**src/rtl/flash_guard_pkg.sv**
```systemverilog
package flash_guard_pkg;

    localparam int FG_ADDR_W = 16;
    localparam int FG_KEY_W  = 8;

    typedef enum logic [1:0] {
        OP_PROG = 2'b00,
        OP_PAGE = 2'b01,
        OP_MASS = 2'b10,
        OP_RSVD = 2'b11
    } fg_op_e;

endpackage

```
**src/rtl/flash_guard_decode.sv**
```systemverilog
module flash_guard_decode #(
    parameter int ADDR_W = flash_guard_pkg::FG_ADDR_W,
    parameter int KEY_W  = flash_guard_pkg::FG_KEY_W
) (
    input  logic [KEY_W-1:0]  key,
    output logic [ADDR_W-1:0] start,
    output logic              active
);
    localparam int OFS_W = ADDR_W - 1 - KEY_W;

    // Top bit forced high, low page-offset bits forced low.
    assign start  = {1'b1, key, {OFS_W{1'b0}}};
    assign active = (key != {KEY_W{1'b1}});

endmodule

```
**src/rtl/flash_guard_judge.sv**
```systemverilog
module flash_guard_judge
    import flash_guard_pkg::*;
#(
    parameter int ADDR_W = FG_ADDR_W,
    parameter int KEY_W  = FG_KEY_W
) (
    input  fg_op_e            op,
    input  logic [ADDR_W-1:0] addr,
    input  logic [ADDR_W-1:0] start,
    input  logic              active,
    input  logic              hv,
    output logic [ADDR_W-1:0] page_base,
    output logic              grant
);
    localparam int OFS_W = ADDR_W - 1 - KEY_W;

    logic blocked;

    assign page_base = {addr[ADDR_W-1:OFS_W], {OFS_W{1'b0}}};

    always_comb begin
        case (op)
            OP_PROG: blocked = (addr >= start);
            // start is page aligned, so a page overlaps the region iff its base does
            OP_PAGE: blocked = (page_base >= start);
            default: blocked = 1'b1;
        endcase

        if (op == OP_RSVD) begin
            grant = 1'b0;
        end else if (hv || !active) begin
            grant = 1'b1;
        end else begin
            grant = !blocked;
        end
    end

endmodule

```
**src/rtl/flash_guard.sv**
```systemverilog
module flash_guard
    import flash_guard_pkg::*;
#(
    parameter int                 ADDR_W   = FG_ADDR_W,
    parameter int                 KEY_W    = FG_KEY_W,
    parameter logic [ADDR_W-1:0]  KEY_ADDR = 16'hFF7E
) (
    input  logic              clk,
    input  logic              rst_n,
    input  logic              req_valid,
    input  logic [1:0]        req_op,
    input  logic [ADDR_W-1:0] req_addr,
    input  logic              key_load,
    input  logic [KEY_W-1:0]  key_value,
    input  logic              hv_bypass,
    output logic              rsp_valid,
    output logic              rsp_grant,
    output logic [ADDR_W-1:0] prot_start,
    output logic              prot_active
);
    localparam int                OFS_W    = ADDR_W - 1 - KEY_W;
    localparam logic [ADDR_W-1:0] KEY_PAGE = {KEY_ADDR[ADDR_W-1:OFS_W], {OFS_W{1'b0}}};
    localparam logic [KEY_W-1:0]  KEY_OPEN = {KEY_W{1'b1}};

    typedef struct packed {
        logic [KEY_W-1:0] key;
        logic             vld;
        logic             grant;
    } fg_state_t;

    fg_state_t         state_d, state_q;
    fg_op_e            op;
    logic              grant_c;
    logic [ADDR_W-1:0] page_base;

    assign op = fg_op_e'(req_op);

    flash_guard_decode #(.ADDR_W(ADDR_W), .KEY_W(KEY_W)) decode_i (
        .key    (state_q.key),
        .start  (prot_start),
        .active (prot_active)
    );

    flash_guard_judge #(.ADDR_W(ADDR_W), .KEY_W(KEY_W)) judge_i (
        .op        (op),
        .addr      (req_addr),
        .start     (prot_start),
        .active    (prot_active),
        .hv        (hv_bypass),
        .page_base (page_base),
        .grant     (grant_c)
    );

    always_comb begin
        state_d       = state_q;
        state_d.vld   = req_valid;
        state_d.grant = req_valid && grant_c;

        if (key_load) begin
            state_d.key = key_value;
        end else if (req_valid && grant_c) begin
            case (op)
                OP_PROG: if (req_addr == KEY_ADDR) state_d.key = state_q.key & key_value;
                OP_PAGE: if (page_base == KEY_PAGE) state_d.key = KEY_OPEN;
                OP_MASS: state_d.key = KEY_OPEN;
                default: state_d.key = state_q.key;
            endcase
        end
    end

    always_ff @(posedge clk or negedge rst_n) begin
        if (!rst_n) begin
            state_q <= '{key: KEY_OPEN, vld: 1'b0, grant: 1'b0};
        end else begin
            state_q <= state_d;
        end
    end

    assign rsp_valid = state_q.vld;
    assign rsp_grant = state_q.grant;

endmodule

```
**config.mk**
```make
export PLATFORM = sky130hd
export DESIGN_NAME = flash_guard
export DESIGN_NICKNAME = d
export VERILOG_FILES = /design/src/rtl/flash_guard_pkg.sv /design/src/rtl/flash_guard_decode.sv /design/src/rtl/flash_guard_judge.sv /design/src/rtl/flash_guard.sv
export SDC_FILE = /design/constraint.sdc
export NUM_CORES = 1
export LEC_CHECK = 0
export BUFFER_PORTS_ARGS = -buffer_cell sky130_fd_sc_hd__buf_2
export CORE_UTILIZATION = 43
export DETAILED_ROUTE_END_ITERATION = 6
export PLACE_DENSITY = 0.88
export REMOVE_ABC_BUFFERS = 1
export SYNTH_ARGS = -nofsm -noshare
export SYNTH_HDL_FRONTEND = slang
export SYNTH_SLANG_ARGS = --single-unit
```
**constraint.sdc**
```tcl
create_clock -name clk -period 3.03 [get_ports clk]
set_clock_uncertainty 0.1 [all_clocks]
set_input_delay 0.303 -clock clk [delete_from_list [all_inputs] [get_ports clk]]
set_output_delay 0.303 -clock clk [all_outputs]
set_load 0.02 [all_outputs]
```
After elaboration in Yosys (flattened, before gate mapping)
Cells that the tools add are included.

Equal/unequal tests: 8. Reductions and logical operators: 8. Muxes and demuxes: 8. Bitwise logic cells: 1. Order comparisons: 2.

Operators with widths (count): 16-bit greater-or-equal comparator (2); 8-bit two-way mux (4); 8-bit one-hot mux with 3 select lines (1); 16-bit equality test, second input constant (1); 9-bit equality test, second input constant (1); 8-bit AND (1); 8-bit != test, second input constant (1); 3-bit != test, second input constant (2); 2-bit equality test, second input constant (2); 4-bit AND reduction (1); 4-bit nonzero test (1); 2-bit by 1-bit equality test with 1-bit output, second input constant (1); 1-bit zero test (2); 2-bit zero test (1); 1-bit two-way mux (2); 1-bit one-hot mux with 2 select lines (1); 2-bit nonzero test (1); 1-bit logical AND (1); 1-bit logical OR (1).

Flip-flop bits (word level): 10. Logic and storage cells: 30. Output and inout bits: 19.

Longest topological paths before layout
Gate-level depths: netlist of the first run.

Depth after elaboration: 8. Gate-level depth with buffers: 7. Gate-level depth less buffers: 7.

Modules after synthesis
A second synthesis of the first run with hierarchy kept.

Cells, all modules: 153. Area, all modules: 1307.5 um^2.

By module, submodules not included: flash_guard (times used 1, cells each 55, area each 603.1 um^2); flash_guard_judge (times used 1, cells each 77, area each 558.0 um^2); flash_guard_decode (times used 1, cells each 21, area each 146.4 um^2).

Least setup slack after synthesis of the first run
No wires, ideal clock.

Path type: register -> register. From: register state_q[5] in the netlist's numbering. To: register state_q[2] in the netlist's numbering. Stages on the path, launching flop included: 8. Setup time: 0.082 ns. Arrival time: 2.219 ns. Setup slack: 0.629 ns. Required time: 2.848 ns. Path through: dfstp_2 -> inv_1 -> ha_1 -> and4_1 -> a2111oi_2 -> o2111ai_1 -> a2111o_1 -> o211ai_1.

Longest elaborated chain between the ends: 8.

RTL lines: from (decl) (RTL line flash_guard.sv:31) `fg_state_t state_d, state_q;`; from (signal assigned) (RTL line flash_guard.sv:73) `state_q <= '{key: KEY_OPEN, vld: 1'b0, grant: 1'b0};`; from (signal assigned) (RTL line flash_guard.sv:75) `state_q <= state_d;`; 16-bit greater-or-equal comparator (tied with other cells) (RTL line flash_guard_judge.sv:25) `OP_PAGE: blocked = (page_base >= start);`; 1-bit one-hot mux with 2 select lines or 1-bit zero test (tied branches) (RTL line flash_guard_judge.sv:22, flash_guard_judge.sv:31); 1-bit zero test or 1-bit logical OR (tied branches) (RTL line flash_guard_judge.sv:34, flash_guard_judge.sv:31); 1-bit two-way mux * (RTL line flash_guard_judge.sv:31) `end else if (hv || !active) begin`; 1-bit two-way mux * (RTL line flash_guard_judge.sv:29) `if (op == OP_RSVD) begin`; 1-bit logical AND * (RTL line flash_guard.sv:61) `end else if (req_valid && grant_c) begin`; 2-bit nonzero test (no source line) *; 4-bit AND reduction (no source line) *.

Mark *: on every way between the ends. The rest lies on a longest branch, timed or not. A chain may end at the register's enable or synchronous reset.

Worst setup path after layout of the first run
From: register state_q[5] in the netlist's numbering. To: register state_q[3] in the netlist's numbering.

Same word-level chain as after synthesis.

==> results.yml, run 1 <==
floorplanning:
  dieArea_mm2: 0.00224
  ios: 50
  dieHeight_um: 47.4
  placementRows: 16
  die_w_um: 47.4
  core_area_mm2: 0.00194
  start_util_pct: 45.6
timing:
  layout_setup_ws_ns: 0.475
  fin_setup_tns_ns: 0
  rsz0062_at_grt: "no"
  fmax_ghz: 0.391
  final_max_slew_viol_count: 0
  setup_viol_count_final: 0
  holdWs_ns: 0.0560
  min_period_ns: 2.56
  hold_violations: 0
  min_period_over_period_pct: 84.3
placed_design:
  routabilityCongestion: 0.802
  dpl_cell_area_mm2: 0.00108
  portBuffers: 41
  dp_slack_ns: 0.521
  dp_hpwl_um: 1730
critical_path:
  cp_num_buf_inv: 1
  worstSetupEndpointType: "flip-flop"
  slowest_delay_ns: 0.55
  critPathArrivalTime_ns: 2.65
  start_kind: "flip-flop"
  worstPathMaxFanout: 8
  required_ns: 3.12
  cp_top_family: "compound AO/OA/AOI/OAI gates"
  crit_chain: "inv_1 -> ha_1 -> and4_1 -> a2111oi_2 -> o2111ai_1 -> a2111o_1 -> o211ai_1"
  slowest_stage: "dfstp_2"
  crit_type: "flip-flop to flip-flop"
synth:
  syn_inst: 98
  yosysWarnings: 0
  syn_area_per_cell_um2: 9.03
  synth_cell_type_count: 33
  async_flop_share_pct: 100
  yosys_register_bits: 10
  synth_edf_count: 0
  synth_ff_type: "dfstp_2"
  seq_area_frac_synth_pct: 29.4
  netlist_area_um2: 885
global_route:
  grt_usage_pct: 20.2
  grt_pass1_wl_um: 3150
  antenna_found_initial: 0
  grt_max_degree: 12
  grt-ovfl-total: 0
  grt_pass1_vias: 807
final_layout:
  fillers: 192
  drive_gt1_share_pct: 39.7
  n_antenna_cell: 0
  final_area_mm2: 0.00113
  areaGrowthSynthToFinish_pct: 27.6
  fin_nets: 185
pwr:
  power_density_mw_per_mm2: 431
  power.total_uw: 487
  ir_worst_vdd_v: 0.000197
  p_leak_uw: 0.000593
drt:
  vias: 904
  avgRoutedWirePerCell_um: 12.4
  routed_wl_um: 2080
  dr.pass1.iters: 4
  drt_iter0_markers: 33
  viasPerCell: 5.38
  drc: 0
  ant_nets: 0
cts:
  cts_root_buf: "clkbuf_4"
  clk_path_buf_depth: 2
  clk_pin_slew_worst_paths_ns: 0.08
  cts_hold_buf: 1
  post_cts_buffers: 0
  cts_tree: "done"
  cts_resized: 0
  h-tree-depth: 1
  clk_latency_ns: 0.28
  cts.sinks: 10
  cts_made_buffers: 3
outcome:
  status: "finished clean"
flow_run:
  cap_violations: 0
worst_hold_path:
  hold_class: "input pin to flip-flop"
[cell families after synthesis]
kind of cell / share of synthesized area [%]
AOI/OAI and AO/OA: 24.8
buffers and inverters: 12.7
and+or+nand+nor: 15.3
adders and majority gates: 17.0
DFF: 29.4
other: 0.849
[cell usage after synthesis, types with 2 or more instances]
cell / number / area share (%)
a21o_1: 2 / 1.7
and3_1: 2 / 1.4
buf_4: 8 / 6.8
conb_1: 2 / 0.85
dfrtp_1: 2 / 5.7
dfstp_2: 8 / 24
ha_1: 12 / 17
inv_1: 13 / 5.5
nand2_1: 2 / 0.85
nand4_1: 6 / 4.2
nor2_1: 3 / 1.3
nor4b_1: 2 / 2.0
o211ai_1: 8 / 6.8
o21ai_0: 9 / 5.1
[per-layer routing]
metal,GRT usage (%),wire length (µm),up-vias
met5,0,0,-
met4,8.00,44,0
met3,3.46,125,8
met2,37.8,1050,46
met1,22.2,869,417
li1,-,-,433
[final timing paths]
path                                 start    endpoint  slack, ns  cells after the start
worst max-delay path            state_q[5]  state_q[3]       0.47                      7
worst min-delay path             req_valid   rsp_valid       0.06                      1
worst max register to register  state_q[5]  state_q[3]       0.47                      7
worst min register to register  state_q[2]  state_q[2]       0.44                      2
max in group asynchronous            rst_n  state_q[3]       2.26                      2
min in group asynchronous            rst_n   rsp_valid       0.31                      2
[sequential cells by signal, indices dropped and copies added (netlist names)]
signal and cells:
rsp_valid 1, state_q 8, rsp_grant 1
[stage by stage]
| step | cells | utilization (%) |
|---|---|---|
| after floorplan | 95 | - |
| after global placement | 163 | 55.7 |
| after detailed placement | 163 | 55.7 |
| after CTS | 168 | 58.1 |
| after global routing | 168 | 58.1 |
| final | 168 | 58.1 |
[power breakdown]
| group | internal (µW) | leakage (µW) | total [µW] | switching (µW) |
|---|---|---|---|---|
| Combinational | 71.2 | 0.000464 | 179 | 108 |
| Clock | 73.1 | 0.0000210 | 125 | 52.1 |
| Sequential | 165 | 0.000108 | 183 | 17.4 |
| Total | 310 | 0.000593 | 487 | 177 |
[cell usage in the layout (no fill, tap or decap), types with 2 or more instances in the layout]
master    count
buf_2        41
inv_1        13
ha_1         12
o21ai_0       9
o211ai_1      8
conb_1        8
dfstp_2       8
nand4_1       6
nor2_1        3
clkbuf_4      3
nand2_1       2
and3_1        2
a21o_1        2
nor4b_1       2
dfrtp_1       2
[cell type report]
cell class / instances / area (µm²) / share of cell area (%)
clock buffer: 4 / 36.3 / 3.22
inverter: 13 / 48.8 / 4.32
multi-input combinational: 72 / 534 / 47.3
sequential: 10 / 260 / 23.1
tap: 27 / 33.8 / 2.99
timing repair buffer: 42 / 215 / 19.1
(Power assumes the default switching activity.)
==> inputs of run 2 (changes only) <==
--- a/config.mk
+++ b/config.mk
@@ -5,10 +5,11 @@
 export SDC_FILE = /design/constraint.sdc
 export NUM_CORES = 1
 export LEC_CHECK = 0
+export ABC_AREA = 1
 export BUFFER_PORTS_ARGS = -buffer_cell sky130_fd_sc_hd__buf_2
-export CORE_UTILIZATION = 43
+export CORE_UTILIZATION = 45
 export DETAILED_ROUTE_END_ITERATION = 6
-export PLACE_DENSITY = 0.88
+export PLACE_DENSITY = 0.89
 export REMOVE_ABC_BUFFERS = 1
 export SYNTH_ARGS = -nofsm -noshare
 export SYNTH_HDL_FRONTEND = slang
==> constraint.sdc (replaced) <==
create_clock -name clk -period 2.44 [get_ports clk]
set_clock_uncertainty 0.1 [all_clocks]
set_input_delay 0.244 -clock clk [delete_from_list [all_inputs] [get_ports clk]]
set_output_delay 0.244 -clock clk [all_outputs]
set_load 0.02 [all_outputs]
==> run 2 against run 1 <==
  * Clock power decreased by 5%
  * Register-to-register slack got worse by 0.03 ns
  * Combinational power increased by 39%
  * Highest routed layer unchanged
  * Largest power group is now combinational cells
==> results.yml, run 2 <==
outcome:
  status: "finished clean"
cts:
  cts_hold_buf: 2
  post_cts_buffers: 0
  clk_path_buf_depth: 2
  clk_latency_ns: 0.26
  cts.sinks: 10
  cts_made_buffers: 3
  cts_resized: 0
  cts_tree: "done"
  clk_pin_slew_worst_paths_ns: 0.06
  h-tree-depth: 1
  cts_root_buf: "clkbuf_4"
synth:
  synth_cell_type_count: 23
  synth_edf_count: 0
  netlist_area_um2: 995
  yosysTopAreaCell: "dfstp_2"
  synth_common_cells: "nand2_1, inv_1, ha_1, nand3_1, o21ai_0"
  yosysWarnings: 0
  yosys_register_bits: 10
  synth.most_common_cell: "nand2_1"
  synth.top_cell.area_share_pct: 21.1
  syn_inst: 135
  seq_area_frac_synth_pct: 26.2
  syn_area_per_cell_um2: 7.37
  synth_ff_type: "dfstp_2"
  async_flop_share_pct: 100
  yosys-top-cells-area: "dfstp_2, ha_1, nand2_1, buf_4, inv_1"
final_layout:
  top_register: "state_q"
  largest_reg_flops: 8
  regArea_um2: 260
  final_common_cell: "buf_2"
  finish.utilization_pct: 61.4
  fin_nets: 224
  multi_input_area_um2: 616
  layout_common_cells: "buf_2, nand2_1, inv_1"
  drive_gt1_share_pct: 35.0
  n_antenna_cell: 0
  areaGrowthSynthToFinish_pct: 24.9
  fillers: 173
pwr:
  ir_worst_vdd_v: 0.000249
  p_leak_uw: 0.000690
  power_density_mw_per_mm2: 479
timing:
  min_period_ns: 1.99
  min_period_over_period_pct: 81.7
  fmax_ghz: 0.501
  layout_setup_ws_ns: 0.446
  final_max_slew_viol_count: 0
  setup_viol_count_final: 0
  rsz0062_at_grt: "no"
  fin_setup_tns_ns: 0
  hold_violations: 0
global_route:
  grt_usage_pct: 21.1
  antenna_found_initial: 0
  grt_pass1_wl_um: 3930
  grt-ovfl-total: 0
  grt_max_degree: 11
  grt_pass1_vias: 924
placed_design:
  dp_slack_ns: 0.454
  portBuffers: 41
  dp_hpwl_um: 1860
  routabilityCongestion: 0.833
worst_hold_path:
  worstHoldStart: "key_value[7]"
  whs_path_depth: 5
  hold_class: "input pin to flip-flop"
  whs_endpoint: "state_q[9]"
floorplanning:
  ios: 50
  die_w_um: 49.0
  placementRows: 16
  start_util_pct: 49.2
  dieHeight_um: 49.0
  core_area_mm2: 0.00202
  dieArea_mm2: 0.00240
critical_path:
  critPathArrivalTime_ns: 2.10
  required_ns: 2.54
  crit_type: "flip-flop to flip-flop"
  reg2reg_to: "state_q[5]"
  r2r_slack_ns: 0.45
  start_kind: "flip-flop"
  r2r_start: "state_q[6]"
  reg2reg_depth: 12
  worstSetupEndpointType: "flip-flop"
  worstPathMaxFanout: 9
drt:
  avgRoutedWirePerCell_um: 10.7
  viasPerCell: 4.97
  drt_iter0_markers: 27
  ant_nets: 0
  vias: 1029
  dr.pass1.iters: 4
  drc: 0
  routed_wl_um: 2220
flow_run:
  cap_violations: 0
## run 2: power by group
part	internal, µW	leakage (µW)	switching [µW]
Clock	63.2	0.0000150	55.7
Combinational	94.5	0.000566	154
Sequential	204	0.000108	24.6
Total	361	0.000690	234
## run 2: kinds of logic after synthesis
logic type               count (synthesis)  synth area share (%)
other                                    2                 0.755
AO/OA/AOI/OAI                           19                  10.9
adder cells (fa/ha/maj)                 12                  15.1
buffers and inverters                   26                  14.2
flip-flops                              10                  26.2
AND/OR/NAND/NOR                         66                  32.8
## run 2: metrics by stage
| stage | power [µW] | cells | instance area (µm²) | hold WS, ns |
|---|---|---|---|---|
| 2_1_floorplan | 390 | 133 | 957 | -0.152 |
| 3_3_place_gp | 465 | 201 | 1200 | 0.0100 |
| 3_5_place_dp | 475 | 201 | 1200 | 0.0129 |
| 4_1_cts | 596 | 207 | 1240 | 0.186 |
| 5_1_grt | 642 | 207 | 1240 | 0.207 |
| 6_report | 595 | 207 | 1240 | 0.187 |
## run 2: worst max path at each step
| stage | from | end | slack, ns | cells after the start |
|---|---|---|---|---|
| final | state_q[6] | state_q[5] | 0.45 | 12 |
| after CTS | state_q[6] | state_q[8] | 0.43 | 12 |
| after global placement | state_q[6] | state_q[6] | 0.49 | 12 |
| after detailed placement | state_q[6] | state_q[8] | 0.45 | 12 |
| after global routing | state_q[6] | state_q[6] | 0.28 | 12 |
| after floorplan | state_q[6] | state_q[3] | 0.53 | 12 |
## run 2: metal layers
| metal | vias up | routed length [µm] | track usage (%) |
|---|---|---|---|
| met5 | - | 0 | 0 |
| met4 | 0 | 48 | 8.82 |
| met3 | 5 | 126 | 2.49 |
| met2 | 44 | 1180 | 38.9 |
| met1 | 469 | 859 | 24.4 |
| li1 | 511 | - | - |
## run 2: worst max-delay path: stages, from the launching register on
cell     delay (ns)
dfstp_2        0.56
inv_1          0.08
ha_1           0.30
a21oi_1        0.13
o21a_1         0.13
nand2_1        0.05
nand2_1        0.05
nand2_1        0.06
nand2_2        0.08
nand3_4        0.14
nand2_8        0.13
nand2_1        0.06
nand2_1        0.07
## run 2: area by class of cell
type / instances / area share [%]
multi-input cells: 105 / 49.5
flip-flops and latches: 10 / 20.9
repair buffers: 43 / 18.1
inverters: 18 / 6.55
well taps: 27 / 2.72
clock buffers: 4 / 2.11
==> inputs of run 3 (changes only) <==
==> constraint.sdc (replaced) <==
create_clock -name clk -period 2 [get_ports clk]
set_clock_uncertainty 0.1 [all_clocks]
set_input_delay 0.2 -clock clk [delete_from_list [all_inputs] [get_ports clk]]
set_output_delay 0.2 -clock clk [all_outputs]
set_load 0.02 [all_outputs]
==> run 3 against run 2 <==
  * The run now ends with setup timing left
  * Highest routed layer unchanged
  * Via count increased by 10%
  * Critical path depth decreased by 4
  * First-iteration DRC count increased by 7.4%
  * Largest power group unchanged
  * Wire length increased by 34%
  * Final area increased by 13%
  * Sequential power increased by 17%
==> results.yml, run 3 (synthesis results as in run 2) <==
cts:
  clk_pin_slew_worst_paths_ns: 0.07
  cts_made_buffers: 3
  h-tree-depth: 1
  cts.sinks: 10
  cts_root_buf: "clkbuf_4"
  clk_path_buf_depth: 2
  cts_tree: "done"
  clk_latency_ns: 0.27
drt:
  avgRoutedWirePerCell_um: 13.7
  dr.pass1.iters: 5
  ant_nets: 0
  vias: 1136
  routed_wl_um: 2980
  drt_iter0_markers: 29
  drc: 0
  viasPerCell: 5.24
critical_path:
  slowest_stage: "dfstp_2"
  reg2reg_depth: 8
  crit_chain: "inv_1 -> ha_1 -> a21oi_2 -> o21bai_1 -> a21oi_1 -> nand2_2 -> buf_4 -> a21boi_0"
  reg2reg_to: "rsp_grant"
  r2r_start: "state_q[7]"
  cp_num_buf_inv: 2
  cp_top_family: "compound AO/OA/AOI/OAI gates"
  critPathArrivalTime_ns: 2.07
  crit_type: "flip-flop to flip-flop"
  r2r_slack_ns: -0.02
  required_ns: 2.05
  slowest_delay_ns: 0.54
  worstPathMaxFanout: 2
  start_kind: "flip-flop"
  worstSetupEndpointType: "flip-flop"
global_route:
  grt_pass1_vias: 954
  antenna_found_initial: 0
  grt_usage_pct: 23.4
  grt_max_degree: 11
  grt_pass1_wl_um: 4220
  grt-ovfl-total: 0
placed_design:
  routabilityCongestion: 0.844
  dp_cells: 203
  portBuffers: 41
  dp_hpwl_um: 2020
floorplanning:
  dieArea_mm2: 0.00240
  start_util_pct: 49.2
  core_area_mm2: 0.00202
  dieHeight_um: 49.0
  ios: 50
  die_w_um: 49.0
  placementRows: 16
timing:
  min_period_over_period_pct: 101
  fmax_ghz: 0.494
  min_period_ns: 2.02
  hold_violations: 0
  setup_viol_count_final: 1
  final_max_slew_viol_count: 0
  layout_setup_ws_ns: -0.0242
final_layout:
  n_antenna_cell: 0
  layout_common_cells: "buf_2, nand2_1, inv_1"
  finish.utilization_pct: 69.4
  fin_nets: 234
  final_cell_count_no_fill: 217
  top_register: "state_q"
  drive_gt1_share_pct: 44.2
  final_common_cell: "buf_2"
  areaGrowthSynthToFinish_pct: 41.1
  largest_reg_flops: 8
outcome:
  status: "finished with violations"
  violations: "setup timing"
worst_hold_path:
  whs_path_depth: 5
  whs_endpoint: "state_q[5]"
  hold_class: "input pin to flip-flop"
  worstHoldStart: "key_value[3]"
flow_run:
  cap_violations: 0
pwr:
  p_leak_uw: 0.000750
  ir_worst_vdd_v: 0.000447
  power_density_mw_per_mm2: 616
## run 3: cell count changes in the layout (fill, tap and decap cells not counted), moves of 3 or more
cell / previous run / this run
a21oi_2: 1 / 4
buf_4: 0 / 9
ha_4: 0 / 3
a21oi_1: 5 / 2
ha_1: 12 / 9
## run 3: layer usage
layer	up-vias	global-route usage (%)	routed length (µm)
li1	538	-	-
met1	525	28.1	1160
met2	60	40.0	1530
met3	13	2.18	155
met4	0	14.2	137
met5	-	0	0
## run 3: worst register-to-register path: cells and delay by family, from the launching register on
kind	cells	cell delay (ns)
adder cells (fa/ha/maj)	1	0.19
AND/OR/NAND/NOR	1	0.10
buffers and inverters	2	0.21
AO/OA/AOI/OAI	4	0.75
flip-flops	1	0.54
## run 3: metrics by stage
step                      worst slack (ns)  power [µW]  cell area, µm²  hold WS (ns)  TNS (ns)
after CTS                           0.0123         791            1290         0.130         0
after global routing               -0.0689         919            1400         0.147    -0.443
after global placement              0.0596         577            1210       -0.0333         0
final                              -0.0242         864            1400         0.128   -0.0242
after floorplan                     0.0924         476             957        -0.196         0
after detailed placement           -0.0168         592            1210       -0.0314   -0.0175
## run 3: worst max path at each step
stage,from,endpoint,slack [ns],depth (start not counted)
after floorplan,state_q[6],state_q[3],0.09,12
after global placement,state_q[6],state_q[6],0.06,12
after detailed placement,state_q[6],state_q[6],-0.02,12
after CTS,state_q[8],state_q[6],0.01,11
after global routing,state_q[9],state_q[6],-0.07,11
final,state_q[7],rsp_grant,-0.02,8
## run 3: layout make-up
type,instances,area [µm²]
inverter,18,81.3
timing repair buffer,52,293
clock buffer,4,36.3
tap,27,33.8
fill,157,618
multi-input combinational,106,699
sequential,10,260
## run 3: power by group
group          internal [µW]  switching (µW)  leakage, µW
logic                    167             242     0.000620
clock network            111            77.1    0.0000210
registers                248            19.5     0.000108
total                    526             339     0.000750
## run 3: what timing repair did
item	4_1_cts	5_1_grt
gates resized for setup	0	13
pin swaps	1	6
hold buffers	2	0
hold endpoints to repair	11	0
setup endpoints to repair	7	8
gates cloned	1	0
setup buffers	2	5
